File: src/rtl/spm_pkg.sv
package spm_pkg;
  typedef struct packed {
    logic load;
    logic step;
    logic last;
  } spmCtl_t;
endpackage

File: src/rtl/spm_ctrl.sv
module spm_ctrl
  import spm_pkg::*;
#(
  parameter int WIDTH = 8
) (
  input  logic    clk,
  input  logic    rstN,
  input  logic    start,
  output spmCtl_t ctl,
  output logic    busy,
  output logic    done
);
  localparam int CW = (WIDTH > 2) ? $clog2(WIDTH) : 1;
  localparam logic [CW-1:0] LASTSTEP = CW'(WIDTH - 1);

  logic [CW-1:0] stepCnt;

  always_comb begin
    ctl.load = start & ~busy;
    ctl.step = busy;
    ctl.last = busy && (stepCnt == LASTSTEP);
  end

  always_ff @(posedge clk or negedge rstN) begin
    if (!rstN) begin
      busy    <= 1'b0;
      done    <= 1'b0;
      stepCnt <= '0;
    end else begin
      done <= 1'b0;
      if (ctl.load) begin
        busy    <= 1'b1;
        stepCnt <= '0;
      end else if (busy) begin
        stepCnt <= stepCnt + CW'(1);
        if (ctl.last) begin
          busy <= 1'b0;
          done <= 1'b1;
        end
      end
    end
  end

  // an unfinished run keeps busy high
  p_busy_holds_r2: assert property (@(posedge clk) disable iff (!rstN)
    busy && !ctl.last |=> busy);
  // the last step leads to done with busy low
  p_done_after_last_r3: assert property (@(posedge clk) disable iff (!rstN)
    ctl.last |=> done && !busy);
  // done lasts a single cycle
  p_done_single_r3: assert property (@(posedge clk) disable iff (!rstN)
    done |=> !done);
  // a start during a run neither restarts nor stalls the count
  p_ignore_start_r6: assert property (@(posedge clk) disable iff (!rstN)
    busy && start && !ctl.last |=> busy && (stepCnt == $past(stepCnt) + CW'(1)));
endmodule

File: src/rtl/spm_dpath.sv
module spm_dpath
  import spm_pkg::*;
#(
  parameter int WIDTH = 8
) (
  input  logic               clk,
  input  logic               rstN,
  input  spmCtl_t            ctl,
  input  logic [WIDTH-1:0]   multiplicandIn,
  input  logic [WIDTH-1:0]   multiplierIn,
  output logic [2*WIDTH-1:0] product
);
  localparam int AW = WIDTH + 1;

  logic [WIDTH-1:0] mcand;
  logic [WIDTH-1:0] mplier;
  logic [AW-1:0]    acc;
  logic [WIDTH-1:0] lowBits;
  logic [AW-1:0]    extA;
  logic [AW-1:0]    addend;
  logic [AW-1:0]    sum;

  always_comb begin
    extA = {mcand[WIDTH-1], mcand};
    if (!mplier[0])     addend = '0;
    else if (ctl.last)  addend = ~extA + AW'(1);
    else                addend = extA;
    sum = acc + addend;
  end

  always_ff @(posedge clk or negedge rstN) begin
    if (!rstN) begin
      mcand   <= '0;
      mplier  <= '0;
      acc     <= '0;
      lowBits <= '0;
    end else if (ctl.load) begin
      mcand   <= multiplicandIn;
      mplier  <= multiplierIn;
      acc     <= '0;
      lowBits <= '0;
    end else if (ctl.step) begin
      acc     <= {sum[AW-1], sum[AW-1:1]};
      lowBits <= {sum[0], lowBits[WIDTH-1:1]};
      mplier  <= {1'b0, mplier[WIDTH-1:1]};
    end
  end

  assign product = {acc[WIDTH-1:0], lowBits};

  // an accepted start clears the partial result
  p_load_clears_r2: assert property (@(posedge clk) disable iff (!rstN)
    ctl.load |=> product == '0);
  // with no load and no step, the result stays put
  p_idle_hold_r7: assert property (@(posedge clk) disable iff (!rstN)
    !ctl.load && !ctl.step |=> $stable(product));
endmodule

File: src/rtl/ser_par_mul.sv
module ser_par_mul
  import spm_pkg::*;
#(
  parameter int WIDTH = 8
) (
  input  logic               clk,
  input  logic               rstN,
  input  logic               start,
  input  logic [WIDTH-1:0]   multiplicandIn,
  input  logic [WIDTH-1:0]   multiplierIn,
  output logic               busy,
  output logic               done,
  output logic [2*WIDTH-1:0] product
);
  spmCtl_t ctl;

  spm_ctrl #(.WIDTH(WIDTH)) u_ctrl (
    .clk(clk), .rstN(rstN), .start(start),
    .ctl(ctl), .busy(busy), .done(done)
  );

  spm_dpath #(.WIDTH(WIDTH)) u_dpath (
    .clk(clk), .rstN(rstN), .ctl(ctl),
    .multiplicandIn(multiplicandIn), .multiplierIn(multiplierIn),
    .product(product)
  );
endmodule

File: config.mk
export PLATFORM = sky130hd
export DESIGN_NAME = ser_par_mul
export DESIGN_NICKNAME = d
export VERILOG_FILES = /design/src/rtl/spm_pkg.sv /design/src/rtl/spm_ctrl.sv /design/src/rtl/spm_dpath.sv /design/src/rtl/ser_par_mul.sv
export SDC_FILE = /design/constraint.sdc
export NUM_CORES = 1
export LEC_CHECK = 0
export CAP_MARGIN = 20
export CELL_PAD_IN_SITES_DETAIL_PLACEMENT = 0
export CELL_PAD_IN_SITES_GLOBAL_PLACEMENT = 1
export CORE_UTILIZATION = 35
export DETAILED_ROUTE_END_ITERATION = 8
export PLACE_DENSITY_LB_ADDON = 0.1
export SLEW_MARGIN = 20
export SYNTH_ARGS = -nofsm -noshare
export SYNTH_HDL_FRONTEND = slang
export SYNTH_SLANG_ARGS = --single-unit
File: constraint.sdc
create_clock -name clk -period 2.9 [get_ports clk]
set_input_delay 0.58 -clock clk [delete_from_list [all_inputs] [get_ports clk]]
set_output_delay 0.58 -clock clk [all_outputs]
set_load 0.02 [all_outputs]
==> out/qor.txt <==
maximum root-to-sink buffer count = 2
chip width = 77.2 um
H-tree depth = 2
Syn Inst Count = 198
syn avg cell area = 10.0 um^2
initial antenna violation count = 0
synth unique cells = 33
Worst Clk Skew = 0.00791 ns
DRC errors left = 0
Inserted Clock Buffers = 5
crit path DAT = 2.93 ns
post-route ant nets = 0
Clock Latency Late Sink = 0.29 ns
RSZ-0062 raised after global routing = no
crit-path max FO = 10
Tmin final = 2.75 ns
Multi-input gate area = 1010 um^2
Synth-to-Final Area Change = 28.7%
synthesis-stage register bit count = 37
share of layout cells above drive strength 1 = 0.0970
first-pass GRT wire length = 7.26 mm
DP HPWL = 2.95 mm
CP required = 3.08 ns
Starting DRT DRC Count = 42
vias in the first global route = 1526
std cell rows = 27
largest net degree at the start of global routing = 38
# IOs = 37
Lkg Pwr = 1.15 nW
commonest non-fill, non-tap cell in the layout = dfrtp_1
Clock Root Buffer = clkbuf_8
crit share post-route = 0.949
Max Cap Viol = 0
Final TNS setup = 0 ns
GRT overflow = 0
most frequent cells in the layout = dfrtp_1 (37), clkdlybuf4s50_1 (35), nand2_1 (25)
area of the mapped netlist = 1980 um^2
WL final = 4.14 mm
Hold WS = 0.394 ns
post-CTS setup buffers = 0
HP Class = primary input to asynchronous set/reset pin
synth warn = 0
outcome = completed
routed len/inst = 13.4 um
f_max = 363 MHz
ys async rst share = 1.00
syn_nets = 229
Final Slew Violations = 0
hold_buf cts = 0
most common flop cell mapped by yosys = dfrtp_1
post_cts resized = 0
die height = 77.2 um
die area = 5960 um^2
PwrDens = 1030 nW/um^2
routed vias = 1533
relative max-transition margin = 0.421
Finish-stage setup viols = 0
share of the yosys chip area belonging to registers = 0.468
Worst Max-Slew Pin Slew = 0.865 ns
clock slew at reported path FFs = 0.07 ns
Startpoint Class = flop
Post-synth EDFFs = 0
filler instances = 530
Initial Utilization = 0.362
via/cell ratio = 4.96
RePlAce Congestion = 0.835
fin util = 0.465
Sink Count = 37
maximum VDD drop = 0.428 mV
Setup crit end kind = flop
Final nets = 268
IO Port Bufs = 36
Hold Vio Cnt, Final = 0
flip-flop and latch area = 926 um^2
CTS tree = yes
core area = 5470 um^2
n_diodes = 0
Pre-antenna DRT Iters = 4
Total GRT Usage = 0.154
CP Class = flop to flop
[cells by family after synthesis]
group	after synthesis	synth area share
AO/OA/AOI/OAI	52	0.166
AND/OR/NAND/NOR	53	0.121
adder cells (fa/ha/maj)	12	0.0796
multiplexers	14	0.0740
XOR/XNOR	11	0.0556
flip-flops	37	0.468
buffers and inverters	19	0.0367
[cell usage after synthesis, types with 3 or more instances]
cell type  instances  area, um^2
and2_1             6        37.5
xor2_1             7        61.3
xnor2_1            3        26.3
o211ai_1           3        22.5
a21oi_1            7        35.0
a22o_1             8        70.1
dfrtp_1           37         926
clkbuf_1           6        22.5
inv_1             11        41.3
o21ai_0           22         110
nand2_1           25        93.8
nand3_1            3        15.0
nor3_1             3        15.0
ha_1              11         138
nor2_1             9        33.8
mux2i_1            9        90.1
nand2b_1           5        31.3
mux2_2             5        56.3
a31oi_1            3        18.8
[power breakdown]
part / total, mW / switching [mW] / internal (mW)
sequential: 0.943 / 0.197 / 0.746
clock: 0.370 / 0.182 / 0.188
combinational: 1.32 / 0.668 / 0.655
total: 2.64 / 1.05 / 1.59
[final timing paths]
kind                                                from  cells after the start  slack, ns                             to
max                        u_ctrl.stepCnt[0]$_DFFE_PN0P_                     11       0.15     u_dpath.acc[7]$_DFFE_PN0P_
min                                                 rstN                      1       0.39     u_dpath.acc[3]$_DFFE_PN0P_
max reg2reg                u_ctrl.stepCnt[0]$_DFFE_PN0P_                     11       0.15     u_dpath.acc[7]$_DFFE_PN0P_
min reg2reg                u_dpath.mplier[5]$_DFFE_PN0P_                      2       0.49  u_dpath.mplier[4]$_DFFE_PN0P_
max in group asynchronous                           rstN                      1       1.98  u_dpath.mplier[1]$_DFFE_PN0P_
min in group clk           u_dpath.mplier[5]$_DFFE_PN0P_                      2       0.49  u_dpath.mplier[4]$_DFFE_PN0P_
[through the flow]
stage / instance area (um^2) / std cells / total power [mW] / worst slack [ns]
after detailed placement: 2420 / 302 / 2.25 / 0.0524
after global placement: 2420 / 302 / 2.22 / 0.136
after CTS: 2510 / 309 / 2.63 / 0.0340
final: 2550 / 309 / 2.64 / 0.148
after global routing: 2550 / 309 / 2.87 / 0.0236
after floorplan: 1980 / 198 / 1.78 / 0.225
[final cells by class]
cell class	count	share of cell area
Sequential cell	37	0.363
Multi-Input combinational cell	142	0.398
Inverter	11	0.0162
Tap cell	72	0.0354
Clock inverter	1	0.00295
Clock buffer	6	0.0324
Timing Repair Buffer	40	0.151
[state kept, by name, indices dropped and copies added, names as in the netlist]
register         cells
u_dpath.mplier       8
u_dpath.mcand        8
u_dpath.acc          8
u_ctrl.stepCnt       3
u_dpath.lowBits      8
u_ctrl.busy          1
u_ctrl.done          1
[critical path, cell delays in order, from the launching register on]
cell	delay, ns
dfrtp_1	0.39
ha_1	0.22
ha_1	0.22
nand2_4	0.13
a21oi_1	0.06
xor2_1	0.15
and2_1	0.18
ha_1	0.24
a2111o_1	0.44
o21ai_2	0.13
xnor3_1	0.31
a22o_1	0.18
[metal layers]
metal  global-route usage  share of wire  vias up
met5                    0              0        -
met4               0.0566          0.018        0
met3               0.0357          0.036        8
met2                0.240           0.46       32
met1                0.206           0.49      732
li1                     -              -      761
Power figures use the tool's default switching activity.
